===== src/rtl/q15div_pkg.sv =====
package q15div_pkg;

  // Strobes from the control pipeline to the datapath
  typedef struct packed {
    logic fixEn;     // last iteration stage holds valid data
    logic resValid;  // correction registers hold a result
    logic resDz;     // that result came from a zero divisor
  } ctrlStrobe_t;

endpackage


===== src/rtl/q15div_ctrl.sv =====
module q15div_ctrl #(
  parameter int unsigned STEPS = 16
) (
  input  logic                     clk,
  input  logic                     rst_n,
  input  logic                     inValid,
  input  logic                     divIsZero,
  output logic [STEPS-1:0]         stageEn,
  output q15div_pkg::ctrlStrobe_t  strobe,
  output logic                     outValid,
  output logic                     outDz
);

  logic [STEPS-1:0] vPipe;
  logic [STEPS-1:0] zPipe;

  always_ff @(posedge clk or negedge rst_n) begin
    if (!rst_n) begin
      vPipe    <= '0;
      zPipe    <= '0;
      outValid <= 1'b0;
      outDz    <= 1'b0;
    end else begin
      vPipe    <= {vPipe[STEPS-2:0], inValid};
      zPipe    <= {zPipe[STEPS-2:0], inValid & divIsZero};
      outValid <= vPipe[STEPS-1];
      outDz    <= zPipe[STEPS-1] & vPipe[STEPS-1];
    end
  end

  // Stage i loads when valid data enters it
  assign stageEn = {vPipe[STEPS-2:0], inValid};

  always_comb begin
    strobe.fixEn    = vPipe[STEPS-1];
    strobe.resValid = outValid;
    strobe.resDz    = outDz;
  end

  AST_DZ_WITH_VALID: assert property (@(posedge clk) disable iff (!rst_n)
    outDz |-> outValid);

endmodule


===== src/rtl/q15div_dp.sv =====
module q15div_dp #(
  parameter int unsigned W = 16
) (
  input  logic                     clk,
  input  logic                     rst_n,
  input  logic [W-1:0]             dividend,
  input  logic [W-1:0]             divisor,
  input  logic [W-1:0]             stageEn,
  input  q15div_pkg::ctrlStrobe_t  strobe,
  output logic [W-1:0]             quotOut,
  output logic [W-1:0]             remOut
);

  localparam int unsigned PW   = 2 * W;   // partial remainder width
  localparam int unsigned FRAC = W - 1;   // fractional bits of Q format
  localparam int unsigned XW   = PW + 2;  // width used by checks

  for (genvar i = 0; i < W; i++) begin : gStep
    logic [PW-1:0] ppPrev;
    logic [W-1:0]  qPrev;
    logic [W-1:0]  dPrev;
    logic [W-1:0]  aPrev;
    logic [PW-1:0] ddExp;
    logic [PW-1:0] ppShift;
    logic          signsDiffer;
    logic [PW-1:0] ppR;
    logic [W-1:0]  qR;
    logic [W-1:0]  dR;
    logic [W-1:0]  aR;

    if (i == 0) begin : gFirst
      // Scaled, sign-extended dividend starts the partial remainder
      assign ppPrev = {dividend[W-1], dividend, {FRAC{1'b0}}};
      assign qPrev  = '0;
      assign dPrev  = divisor;
      assign aPrev  = dividend;
    end else begin : gNext
      assign ppPrev = gStep[i-1].ppR;
      assign qPrev  = gStep[i-1].qR;
      assign dPrev  = gStep[i-1].dR;
      assign aPrev  = gStep[i-1].aR;
    end

    assign ddExp       = {dPrev, {W{1'b0}}};
    assign ppShift     = {ppPrev[PW-2:0], 1'b0};
    assign signsDiffer = ppPrev[PW-1] ^ dPrev[W-1];

    always_ff @(posedge clk) begin
      if (stageEn[i]) begin
        if (signsDiffer) begin
          qR  <= {qPrev[W-2:0], 1'b0};
          ppR <= ppShift + ddExp;
        end else begin
          qR  <= {qPrev[W-2:0], 1'b1};
          ppR <= ppShift - ddExp;
        end
        dR <= dPrev;
        aR <= aPrev;
      end
    end
  end

  logic [PW-1:0] ppLast;
  logic [W-1:0]  qLast, dLast, aLast;
  assign ppLast = gStep[W-1].ppR;
  assign qLast  = gStep[W-1].qR;
  assign dLast  = gStep[W-1].dR;
  assign aLast  = gStep[W-1].aR;

  logic [W-1:0] qFix, rFix, negD;
  logic [W-1:0] dFin, aFin;

  always_comb begin
    negD = -dLast;
    qFix = {qLast[W-2:0], 1'b1};   // digits {-1,+1} to two's complement
    rFix = ppLast[PW-1:W];
    if (rFix == dLast) begin
      qFix = qFix + 1'b1;
      rFix = '0;
    end else if (rFix == negD) begin
      qFix = qFix - 1'b1;
      rFix = '0;
    end
    if ((rFix != '0) && (rFix[W-1] ^ aLast[W-1])) begin
      if (qFix[W-1]) begin
        qFix = qFix + 1'b1;
        rFix = rFix - dLast;
      end else begin
        qFix = qFix - 1'b1;
        rFix = rFix + dLast;
      end
    end
  end

  always_ff @(posedge clk) begin
    if (strobe.fixEn) begin
      quotOut <= qFix;
      remOut  <= rFix;
      dFin    <= dLast;
      aFin    <= aLast;
    end
  end

  // Quantities used by the checks below
  logic signed [W:0]    absA, absD, absR, sa, sd, sr;
  logic signed [XW-1:0] recon, scaledA;
  logic                 inRange;

  always_comb begin
    sa      = (W+1)'($signed(aFin));
    sd      = (W+1)'($signed(dFin));
    sr      = (W+1)'($signed(remOut));
    absA    = (sa < 0) ? -sa : sa;
    absD    = (sd < 0) ? -sd : sd;
    absR    = (sr < 0) ? -sr : sr;
    inRange = absA < absD;
    recon   = XW'($signed(quotOut)) * XW'($signed(dFin)) + XW'($signed(remOut));
    scaledA = {{(XW-W-FRAC){aFin[W-1]}}, aFin, {FRAC{1'b0}}};
  end

  AST_RESULT_RECONSTRUCTS: assert property (@(posedge clk) disable iff (!rst_n)
    (strobe.resValid && !strobe.resDz && inRange) |-> (recon == scaledA));
  AST_REM_SIGN: assert property (@(posedge clk) disable iff (!rst_n)
    (strobe.resValid && !strobe.resDz && inRange && remOut != '0)
      |-> (remOut[W-1] == aFin[W-1]));
  AST_REM_BELOW_DIVISOR: assert property (@(posedge clk) disable iff (!rst_n)
    (strobe.resValid && !strobe.resDz && inRange) |-> (absR < absD));

endmodule


===== src/rtl/q15_divider.sv =====
module q15_divider #(
  parameter int unsigned W = 16
) (
  input  logic         clk,
  input  logic         rst_n,
  input  logic         inValid,
  input  logic [W-1:0] dividend,
  input  logic [W-1:0] divisor,
  output logic [W-1:0] quotient,
  output logic [W-1:0] remainder,
  output logic         outValid,
  output logic         divZero
);

  q15div_pkg::ctrlStrobe_t strobe;
  logic [W-1:0]            stageEn;
  logic                    divIsZero;

  assign divIsZero = (divisor == '0);

  q15div_ctrl #(.STEPS(W)) uCtrl (
    .clk       (clk),
    .rst_n     (rst_n),
    .inValid   (inValid),
    .divIsZero (divIsZero),
    .stageEn   (stageEn),
    .strobe    (strobe),
    .outValid  (outValid),
    .outDz     (divZero)
  );

  q15div_dp #(.W(W)) uDp (
    .clk      (clk),
    .rst_n    (rst_n),
    .dividend (dividend),
    .divisor  (divisor),
    .stageEn  (stageEn),
    .strobe   (strobe),
    .quotOut  (quotient),
    .remOut   (remainder)
  );

endmodule


===== config.mk =====
export PLATFORM = sky130hd
export DESIGN_NAME = q15_divider
export DESIGN_NICKNAME = d
export VERILOG_FILES = /design/src/rtl/q15div_pkg.sv /design/src/rtl/q15div_ctrl.sv /design/src/rtl/q15div_dp.sv /design/src/rtl/q15_divider.sv
export SDC_FILE = /design/constraint.sdc
export NUM_CORES = 1
export LEC_CHECK = 0
export CELL_PAD_IN_SITES_DETAIL_PLACEMENT = 1
export CELL_PAD_IN_SITES_GLOBAL_PLACEMENT = 1
export CORE_UTILIZATION = 25
export DETAILED_ROUTE_END_ITERATION = 16
export PLACE_DENSITY = 0.54
export SLEW_MARGIN = 20
export SYNTH_ARGS = -nofsm -noshare
export SYNTH_HDL_FRONTEND = slang
export SYNTH_SLANG_ARGS = --single-unit

===== constraint.sdc =====
create_clock -name clk -period 6.1 [get_ports clk]
set_input_delay 1.22 -clock clk [delete_from_list [all_inputs] [get_ports clk]]
set_output_delay 1.22 -clock clk [all_outputs]
set_load 0.005 [all_outputs]

## Word-level counts from Yosys, hierarchy flattened

Index checks and enable logic that the tools add are counted.
Widths: inputs -> output; s select.

- Muxes and demuxes: 39
- Add/subtract/negate cells: 39
- Bitwise operators: 19
- Reduce and logical (&&, ||, !) cells: 3
- Equal/unequal tests: 2

Operators with widths:

| operator | count |
|---|---|
| $add 32x32->32 | 16 |
| $mux 32 | 16 |
| $sub 32x32->32 | 16 |
| $mux 16 | 8 |
| $add 16x1->16 const B | 2 |
| $eq 16x16->1 | 2 |
| $sub 16x1->16 const B | 2 |
| $xor 1x1->1 | 17 |
| $add 16x16->16 | 1 |
| $logic_not 16->1 | 1 |
| $neg 16->16 | 1 |
| $reduce_bool 16->1 | 1 |
| $sub 16x16->16 | 1 |
| $mux 1 | 15 |
| $and 1x1->1 | 2 |
| $logic_and 1x1->1 | 1 |

- Logic and storage cells: 171
- Output and inout port bits: 34
- Bits in registers: 1210
- Input port bits: 35

## Logic depth before layout (Yosys ltp)

Gate-level depths: netlist of the first run.

- Word-level depth: 7
- Gate-level depth with buffers: 22
- Gate-level depth less buffers: 20

## Modules after synthesis

A second synthesis of the first run with hierarchy kept.

- Cells, all modules: 3009
- Area, all modules: 37063.0 um^2

By module, submodules not included:

| module | cells each | instances | area an instance (um^2) | seq. area each (um^2) |
|---|---|---|---|---|
| q15div_dp | 2965 | 1 | 36143.4 | 19969.2 |
| q15div_ctrl | 39 | 1 | 885.8 | 850.8 |
| q15_divider | 5 | 1 | 33.8 | 0.0 |

## Least setup slack after synthesis of the first run

Ideal clock, no wire load.

- Path type: register to register
- Start point: reg uDp.gStep[15].dR[3], in the netlist uDp.dLast[3]
- End point: reg uDp.remOut[14] (data pin)
- Library setup time: 0.158 ns
- Cell stages (with the launch flop): 20
- Path buffers: 1
- Arrival: 4.668 ns
- Period minus slack after synthesis: 4.826 ns
- Path slack: 1.274 ns
- Required time: 5.942 ns
- Cells stage by stage: edfxtp_1 > buf_2 > xnor2_1 > nand3_1 > nor4_2 > nand4_1 > o41a_1 > or2_2 > inv_1 > o21ai_0 > fa_1 > nor2b_1 > o21ai_0 > a21oi_1 > o21ai_0 > a21boi_0 > o21ai_0 > a21o_1 > a2111o_1 > o211ai_1

- Word-level cells in the longest chain between the ends: 7
- Elaborated cells between the ends (all ways): 14
- Those cells by class: 3 x add/sub; 2 x eq/ne; 6 x mux; 1 x bitwise; 2 x reduce/logical

Ends and longest elaborated chain:

| what | line | source |
|---|---|---|
| from (decl) | q15div_dp.sv:28 | `logic [W-1:0] dR;` |
| from (signal assigned) | q15div_dp.sv:57 | `dR <= dPrev;` |
| $neg 16->16 | q15div_dp.sv:74 | `negD = -dLast;` |
| $eq 16x16->1 | q15div_dp.sv:80 | `end else if (rFix == negD) begin` |
| $mux 16 | q15div_dp.sv:80 |  |
| $mux 16 | q15div_dp.sv:77 | `if (rFix == dLast) begin` |
| $add 16x16->16, or another cell as far along | q15div_dp.sv:90 | `rFix = rFix + dLast;` |
| $mux 16 or $logic_and 1x1->1 (tied branches) | q15div_dp.sv:85, q15div_dp.sv:84 |  |
| $mux 16 (*) | q15div_dp.sv:84 | `if ((rFix != '0) && (rFix[W-1] ^ aLast[W-1])) begin` |
| net uDp.rFix[14] | q15div_dp.sv:70 | `logic [W-1:0] qFix, rFix, negD;` |
| to (signal assigned) | q15div_dp.sv:98 | `remOut <= rFix;` |
| to (decl) | q15div_dp.sv:11 | `output logic [W-1:0] remOut` |

Mark *: on every way through the listed nets, which the timed path passes. The rest lies on a longest branch.
A chain may end at the register's enable or synchronous reset.

## Final worst setup path of the first run

- Start point: reg uDp.gStep[15].dR[3], in the netlist uDp.dLast[3]
- End point: reg uDp.quotOut[14] (data pin)

- Word-level cells in the longest chain between the ends: 7
- Elaborated cells between the ends (all ways): 14
- Those cells by class: 3 x add/sub; 2 x eq/ne; 6 x mux; 1 x bitwise; 2 x reduce/logical

Ends and longest elaborated chain:

| what | line | source |
|---|---|---|
| $neg 16->16 | q15div_dp.sv:74 |  |
| $eq 16x16->1 | q15div_dp.sv:80 |  |
| $mux 16 | q15div_dp.sv:80 |  |
| $mux 16 | q15div_dp.sv:77 |  |
| $sub 16x1->16, or another cell as far along | q15div_dp.sv:89 | `qFix = qFix - 1'b1;` |
| $mux 16 or $logic_and 1x1->1 (tied branches) | q15div_dp.sv:85, q15div_dp.sv:84 |  |
| $mux 16 (*) | q15div_dp.sv:84 |  |
| net uDp.qFix[14] | q15div_dp.sv:70 |  |
| to (signal assigned) | q15div_dp.sv:97 | `quotOut <= qFix;` |
| to (decl) | q15div_dp.sv:10 | `output logic [W-1:0] quotOut,` |

Marks and branches as above.

==> summary.txt, run 1 <==
Outcome
  – Status: finished clean

GRT
  – Vias in the first global route: between 20000 and 30000
  – GRT Total Usage: 0.116
  – Pin count of the biggest net entering global routing: between 40 and 50
  – Initial antenna violation count: 2
  – First-pass GRT wire length: between 100000 and 150000 µm
  – Grt total ovfl: 0

STA
  – Slew headroom: 0.319
  – Worst slew pin tran: 1.02 ns
  – Final setup violation count: 0
  – Post-route setup TNS: 0 ns
  – Min Tclk post-route: about 5.6 ns
  – Highest Clock Rate: 180 MHz
  – Unrepaired setup endpoints after global routing: no
  – Clk_skew: around 0.03 ns
  – Slew Viols, Final: 0
  – Crit share post-route: 0.912
  – Final Hold Fails: 0

Clock network
  – Max clock buf depth: 3
  – Htree depth: 3
  – CTS tree: yes
  – Cts bufs inserted: just over 80
  – CTS clk-pin slew, worst paths: 0.05 ns
  – CTS root buf: clkbuf_16
  – Clock sinks: approximately 700
  – Worst-Skew Late Latency: roughly 0.68 ns

Final layout
  – FILL cells: 16800
  – Sequential Area: around 21000 µm²
  – Layout cells sized above 1: 0.0602
  – Area growth from synthesis to layout: 15.8%
  – Multi-input gate area: 16900 µm²
  – Fin cells: 5466
  – Ant diodes: 0
  – Final nets: ~3700

Hold path
  – Worst Hold Class: reg -> reg
  – Hold path start: uCtrl.zPipe[1]$_DFF_PN0_
  – Hold EP: uCtrl.zPipe[2]$_DFF_PN0_
  – Worst Hold Depth: 0

Power and ir drop
  – Combinational share of power: 0.491
  – Int Power: 15.5 mW
  – Sw frac: 0.378
  – Flop pwr share: 0.313
  – Pwr/cell area: 560 nW/µm²
  – Peak VDD IR: 257 µV
  – Leak: ~16 nW
  – Clock Power Share: 0.196
  – P_sw: approximately 9.5 mW
  – Power Total: 25.0 mW

Routing
  – Initial DRC Count: 902
  – Post-Route WL: approximately 90000 µm
  – TritonRoute pass-1 iters: 5
  – DR vias/cell: 4.53
  – Average wire per standard cell: roughly 17 µm
  – Remaining DRCs: 0
  – Post-DRT Antenna Nets: 0
  – Via count: 24700

Place
  – Final Wtd Congestion: 0.824
  – Placed Cells: 5318
  – I/O Buffers: 68
  – Hpwl dp: roughly 70000 µm

Floorplanning
  – DIE WIDTH: 394 µm
  – Die span in y: approximately 400 µm
  – Core area: about 150000 µm²
  – Ports: approximately 70
  – Starting Density: 0.252
  – Row cnt: 143
  – Die Footprint: 156000 µm²

Logic synthesis
  – Asr flop ratio synth: 0.0486
  – Syn_nets: 3530
  – Cell taking the most area after synthesis: edfxtp_1
  – Synth unique cells: 76
  – Largest family of logic cells by synthesized area: compound AO/OA/AOI/OAI gates
  – Mapped Area: 38500 µm²
  – Mux share of post-synthesis cell area: 0.00507
  – EDFF count, synth: 665
  – Synth Instances: between 3000 and 4000
  – Synth Area in Compound Gates: 0.114
  – Synth Area in Adders: 0.0978
  – Sequential area share after synthesis: 0.541
  – Share of the synthesized area in the top cell type: 0.519
  – XOR/XNOR Fraction of Synth Area: 0.110
  – Syn Area/Cell: 12.0 µm²
  – Synth area leaders: edfxtp_1 (52%), ha_1 (8.8%), xnor2_1 (6.3%)
  – Yosys warnings: 0
  – Synth Flop Type: edfxtp_1
  – #FFs+latches synth: 699
  – Simple-Gate Fraction of Synth Area: 0.112

Setup path
  – WP data required: 6.51 ns
  – FF-to-FF End: uDp.quotOut[14]$_DFFE_PP_
  – CP Launch Type: flop
  – Worst Setup SP: uDp.dLast[3]$_DFFE_PP_
  – R2r setup slk: about 0.54 ns
  – Reg2Reg Depth: 17
  – Crit Path Class: reg -> reg
  – Crit Path Max Fanout: 14
  – Worst r2r src: uDp.dLast[3]$_DFFE_PP_
  – CP Data Arrival Time: 5.98 ns
  – Worst setup EP type: flop

Flow run
  – Max-Cap Viols: 0
## what timing repair did
item | in CTS | in global routing
hold buffers | 0 | 0
setup endpoints to repair | 0 | 3
setup buffers | 0 | 0
resized for setup | 0 | 2
## worst max-delay path, cell delays in order (launching register included)
cell and delay (ns):
edfxtp_1 0.55, xnor2_1 0.29, nand3_1 0.16, nor4_4 0.38
nand4_1 0.23, nor3b_1 0.37, or2_2 0.36, inv_1 0.24
buf_4 0.26, fa_1 0.46, a21o_1 0.17, a21oi_1 0.23
o21bai_1 0.13, a211o_1 0.35, nor4bb_1 0.18, o41ai_1 0.56
o2111ai_1 0.21, o21a_1 0.17
## worst max-delay path by stage
stage	depth (start not counted)	slack [ns]	end
after global routing	20	0.04	uDp.remOut[15]$_DFFE_PP_
after floorplan	19	1.27	uDp.remOut[14]$_DFFE_PP_
after detailed placement	18	0.46	uDp.remOut[14]$_DFFE_PP_
final	17	0.54	uDp.quotOut[14]$_DFFE_PP_
after global placement	18	0.54	uDp.remOut[14]$_DFFE_PP_
after CTS	18	0.43	uDp.remOut[14]$_DFFE_PP_
## placed cells by master, fill, tap and decap left out, types with 8 or more instances in the layout
| cell | count |
|---|---|
| edfxtp_1 | 665 |
| xnor2_1 | 275 |
| ha_1 | 272 |
| a21oi_1 | 209 |
| xor2_1 | 207 |
| nor2_1 | 198 |
| inv_1 | 170 |
| nand2_1 | 149 |
| o21ai_0 | 131 |
| nor3_1 | 126 |
| o21bai_1 | 85 |
| clkbuf_16 | 84 |
| clkdlybuf4s50_1 | 67 |
| nand3_1 | 60 |
| a21o_1 | 49 |
| nor4_1 | 42 |
| or3_1 | 37 |
| nand2b_1 | 37 |
| buf_4 | 35 |
| o31ai_1 | 33 |
| a211oi_1 | 33 |
| and2_1 | 31 |
| nor2b_1 | 30 |
| nor3b_1 | 30 |
| a211o_1 | 29 |
| a2111oi_0 | 28 |
| dfrtp_1 | 28 |
| and3_1 | 24 |
| nand4_1 | 19 |
| or2_2 | 18 |
| fa_1 | 18 |
| clkbuf_1 | 16 |
| mux2i_1 | 15 |
| o211ai_1 | 13 |
| clkinv_2 | 13 |
| clkinv_1 | 11 |
| o41ai_1 | 11 |
| o311ai_0 | 11 |
| o21a_1 | 9 |
| or4_1 | 8 |
## power by group through the flow
stage	Combinational, mW	Sequential [mW]	Clock [mW]
after floorplan	9.34	7.67	0
after global placement	12.2	7.95	0
after detailed placement	12.4	7.95	0
after CTS	12.5	7.86	5.09
after global routing	13.8	7.94	5.23
final	12.3	7.83	4.89
## synth_stat cells, types with 19 or more instances
library cell,instances
a2111oi_0,28
a211o_1,29
a211oi_1,33
a21o_1,49
a21oi_1,209
and2_1,31
and3_1,24
dfrtp_1,34
edfxtp_1,665
ha_1,272
inv_1,170
nand2_1,149
nand2b_1,37
nand3_1,60
nand4_1,19
nor2_1,198
nor2b_1,30
nor3_1,126
nor3b_1,30
nor4_1,42
o21ai_0,131
o21bai_1,85
o31ai_1,33
or3_1,37
xnor2_1,275
xor2_1,207
## cells by family (layout without fill, tap and decap cells)
group | after synthesis | count (layout)
AOI/OAI and AO/OA | 677 | 677
xor gates and xnor gates | 482 | 482
DFF | 699 | 699
and+or+nand+nor | 843 | 843
muxes | 19 | 19
adders and majority gates | 290 | 290
buffers and inverters | 195 | 426
## layer usage
metal,GRT usage,share of wire,vias to the layer above
li1,-,-,12300
met1,0.137,0.43,12000
met2,0.209,0.50,292
met3,0.0214,0.032,145
met4,0.0424,0.034,0
met5,0,0,-
## through the flow
stage / instance area [µm²] / worst slack, ns / util / hold slack (ns)
floorplan: 38500 / 1.27 / - / 0.331
global route: 44600 / 0.0352 / 0.292 / 0.347
global placement: 41900 / 0.541 / 0.275 / 0.335
finish: 44600 / 0.537 / 0.292 / 0.347
detailed placement: 41900 / 0.461 / 0.275 / 0.337
CTS: 44500 / 0.435 / 0.292 / 0.350
## layout make-up
class / instances / area share
sequential: 699 / 0.467
multi-input combinational: 2311 / 0.379
tap: 2030 / 0.0570
clock buffer: 107 / 0.0507
timing repair buffer: 104 / 0.0215
inverter: 175 / 0.0147
clock inverter: 40 / 0.00940
## sequential cells by signal (all words and copies together) (netlist names), 9 cells and up
signal            flops
uDp.gStep.ppR       226
uDp.gStep.dR        224
uDp.gStep.qR        111
uCtrl.vPipe          16
uCtrl.zPipe          16
uDp.dLast            16
uDp.gStep.dPrev      16
uDp.quotOut          16
uDp.remOut           16
uDp.gStep.ppPrev     15
uDp.gStep.aR         14
uDp.gStep.qPrev       9
No activity file was read; power rests on OpenSTA's default activity.
==> run 2: changes to the inputs <==
Settings changed: CORE_UTILIZATION 25 to 39, PLACE_DENSITY 0.54 to 0.72.
==> summary.txt, run 2 (same netlist as run 1, synthesis figures left out) <==
Outcome
  – Status: finished clean (unchanged)

Floorplanning
  – Die Footprint: 100000 µm² (was 156000 µm²)
  – DIE WIDTH: 316 µm (was 394 µm)
  – Core area: 97300 µm² (was 152000 µm²)
  – Die span in y: 316 µm (was 394 µm)
  – Row cnt: 114 (was 143)
  – Ports: 69 (unchanged)
  – Starting Density: 0.396 (was 0.252)

GRT
  – Met2 GRT Util: 0.330 (was 0.209)
  – GRT Total Usage: 0.178 (was 0.116)
  – Initial antenna violation count: 1 (was 2)
  – GR peak layer: met2 (unchanged)
  – Pin count of the biggest net entering global routing: 49 (unchanged)
  – Grt met3 use: 0.0236 (was 0.0214)
  – Met1 Use GR: 0.210 (was 0.137)
  – First-pass GRT wire length: 141000 µm (was 144000 µm)
  – Vias in the first global route: 26200 (was 25800)
  – Grt total ovfl: 0 (unchanged)

STA
  – Slew headroom: 0.281 (was 0.319)
  – Unrepaired setup endpoints after global routing: no (unchanged)
  – Crit share post-route: 0.942 (was 0.912)
  – Post-route setup TNS: 0 ns (unchanged)
  – Slew Viols, Final: 0 (unchanged)
  – Worst slew pin tran: 1.08 ns (was 1.02 ns)
  – Clk_skew: 0.0284 ns (was 0.0295 ns)
  – WHS: 0.338 ns (was 0.347 ns)
  – Min Tclk post-route: 5.75 ns (was 5.56 ns)
  – Final Hold Fails: 0 (unchanged)
  – Highest Clock Rate: 174 MHz (was 180 MHz)
  – Final setup violation count: 0 (unchanged)

Power and ir drop
  – Pwr/cell area: 571 nW/µm² (was 560 nW/µm²)
  – P_sw: 9.34 mW (was 9.45 mW)
  – Peak VDD IR: 279 µV (was 257 µV)
  – Leak: 16.5 nW (about the same)
  – Flop pwr share: 0.314 (was 0.313)
  – Sw frac: 0.376 (was 0.378)
  – Combinational share of power: 0.491 (about the same)
  – Clock Power Share: 0.195 (was 0.196)
  – Int Power: 15.5 mW (about the same)

Setup path
  – Crit Path Class: reg -> reg (unchanged)
  – Highest cell delay on the worst timing path: 0.55 ns (was 0.56 ns)
  – Reg2Reg Depth: 17 (unchanged)
  – Worst setup EP type: flop (unchanged)
  – CP Launch Type: flop (unchanged)
  – Critical Path Slowest Stage Cell: edfxtp_1 (was o41ai_1)
  – FF-to-FF End: uDp.quotOut[14]$_DFFE_PP_ (unchanged)
  – CP Data Arrival Time: 6.13 ns (was 5.98 ns)
  – Worst r2r src: uDp.dLast[3]$_DFFE_PP_ (unchanged)
  – WP data required: 6.48 ns (was 6.51 ns)
  – Critical-path cell list: xnor2_1 > nand3_1 > nor4_2 > nand4_1 > o41a_1 > or2_2 > inv_1 > buf_4 > ha_1 > a21o_1 > a21oi_1 > o21bai_1 > a211o_1 > nor4bb_1 > o41ai_1 > o2111ai_1 > o21a_1 (was xnor2_1 > nand3_1 > nor4_4 > nand4_1 > nor3b_1 > or2_2 > inv_1 > buf_4 > fa_1 > a21o_1 > a21oi_1 > o21bai_1 > a211o_1 > nor4bb_1 > o41ai_1 > o2111ai_1 > o21a_1)
  – R2r setup slk: 0.35 ns (was 0.54 ns)
  – Crit Path Max Fanout: 15 (was 14)

Routing
  – Post-DRT Antenna Nets: 0 (unchanged)
  – DR vias/cell: 5.31 (was 4.53)
  – TritonRoute pass-1 iters: 5 (unchanged)
  – Average wire per standard cell: 18.6 µm (was 16.7 µm)
  – Via count: 25000 (was 24700)
  – Post-Route WL: 87800 µm (was 91600 µm)
  – Remaining DRCs: 0 (unchanged)
  – Initial DRC Count: 1275 (was 902)

Final layout
  – Final Util: 0.448 (was 0.292)
  – Commonest cells after routing, fill and taps aside: edfxtp_1 (665), xnor2_1 (275), ha_1 (272), a21oi_1 (209), xor2_1 (207) (unchanged)
  – Biggest register: uDp.gStep.ppR (unchanged)
  – Biggest regs: uDp.gStep.ppR (226), uDp.gStep.dR (224), uDp.gStep.qR (111) (unchanged)
  – Post-route cell area: 43500 µm² (was 44600 µm²)
  – Fin cells: 4710 (was 5466)
  – Most common cell after layout, fill and taps aside: edfxtp_1 (unchanged)
  – Final nets: 3694 (was 3697)
  – Layout cells sized above 1: 0.0582 (was 0.0602)
  – Multi-input gate area: 16900 µm² (about the same)
  – Ant diodes: 0 (unchanged)
  – Sequential Area: 20800 µm² (about the same)
  – Area growth from synthesis to layout: 13.1% (was 15.8%)
  – Largest register FFs: 226 (unchanged)
  – FILL cells: 10300 (was 16800)

Clock network
  – CTS clk-pin slew, worst paths: 0.06 ns (was 0.05 ns)
  – Post-cts sizing count: 0 (unchanged)
  – Cts bufs inserted: 80 (was 81)
  – Clock sinks: 699 (unchanged)
  – CTS tree: yes (unchanged)
  – CTS root buf: clkbuf_16 (unchanged)
  – Max clock buf depth: 3 (unchanged)
  – Htree depth: 3 (unchanged)
  – Cts hold-fix bufs: 0 (unchanged)
  – Postcts setup bufs: 0 (unchanged)
  – Worst-Skew Late Latency: 0.64 ns (was 0.68 ns)

Place
  – Placed Area: 40900 µm² (was 41900 µm²)
  – Final Wtd Congestion: 0.890 (was 0.824)
  – I/O Buffers: 68 (unchanged)
  – Placed Cells: 4563 (was 5318)
  – Hpwl dp: 66300 µm (was 71300 µm)

Hold path
  – Worst Hold Depth: 0 (unchanged)
  – Hold EP: uCtrl.zPipe[9]$_DFF_PN0_ (was uCtrl.zPipe[2]$_DFF_PN0_)
  – Worst Hold Class: reg -> reg (unchanged)
  – Hold path start: uCtrl.zPipe[8]$_DFF_PN0_ (was uCtrl.zPipe[1]$_DFF_PN0_)

Flow run
  – Max-Cap Viols: 0 (unchanged)
run 2: changes by cell type in the layout (fill, tap and decap cells not counted), moves of 3 or more:
cell | before | now
inv_6 | 2 | 6
clkinv_1 | 11 | 21
bufinv_16 | 6 | 9
clkbuf_8 | 7 | 2
clkbuf_1 | 16 | 11
clkinvlp_4 | 7 | 3
clkbuf_16 | 84 | 81
run 2: how the worst max path moves through the flow:
stage                                 from                        end  slack (ns)
floorplan           uDp.dLast[3]$_DFFE_PP_   uDp.remOut[14]$_DFFE_PP_        1.27
global placement    uDp.dLast[3]$_DFFE_PP_  uDp.quotOut[14]$_DFFE_PP_        0.57
detailed placement  uDp.dLast[3]$_DFFE_PP_  uDp.quotOut[14]$_DFFE_PP_        0.36
CTS                 uDp.dLast[3]$_DFFE_PP_  uDp.quotOut[14]$_DFFE_PP_        0.35
global route        uDp.dLast[3]$_DFFE_PP_  uDp.quotOut[14]$_DFFE_PP_        0.01
finish              uDp.dLast[3]$_DFFE_PP_  uDp.quotOut[14]$_DFFE_PP_        0.35
run 2: final cells by class:
| class | count | area share |
|---|---|---|
| sequential | 699 | 0.478 |
| clock inverter | 53 | 0.0120 |
| clock buffer | 94 | 0.0481 |
| multi-input combinational | 2311 | 0.388 |
| tap | 1276 | 0.0367 |
| inverter | 175 | 0.0151 |
| timing repair buffer | 102 | 0.0214 |
run 2: power by group through the flow:
stage / registers (mW) / logic (mW) / clock network, mW
after CTS: 7.84 / 12.4 / 4.97
after global placement: 7.90 / 11.9 / 0
after floorplan: 7.67 / 9.34 / 0
final: 7.80 / 12.2 / 4.84
after global routing: 7.91 / 13.8 / 5.12
after detailed placement: 7.92 / 12.2 / 0
run 2: worst max-delay path: cells and delay by family, from the launching register on:
kind,cells,cell delay [ns]
flops,1,0.55
simple gates,5,1.45
fa+ha+maj,1,0.32
buf+inv,2,0.55
xor+xnor,1,0.31
compound gates,8,2.28
run 2: layer usage:
| layer | wire, µm | part of all wire |
|---|---|---|
| met3 | 2240 | 0.026 |
| met1 | 37000 | 0.42 |
| met4 | 2360 | 0.027 |
| met5 | 0 | 0 |
| met2 | 46200 | 0.53 |
run 2: stage by stage:
step | worst slack, ns | total power, mW
global route | 0.0107 | 26.8
floorplan | 1.27 | 17.0
global placement | 0.571 | 19.8
CTS | 0.352 | 25.2
detailed placement | 0.359 | 20.2
finish | 0.355 | 24.8
==> run 3: changes to the inputs <==
Settings changed: CTS_CLUSTER_DIAMETER from default to 100.
==> results of run 3 <==
Final layout, timing and power as in run 2 (identical DEF).
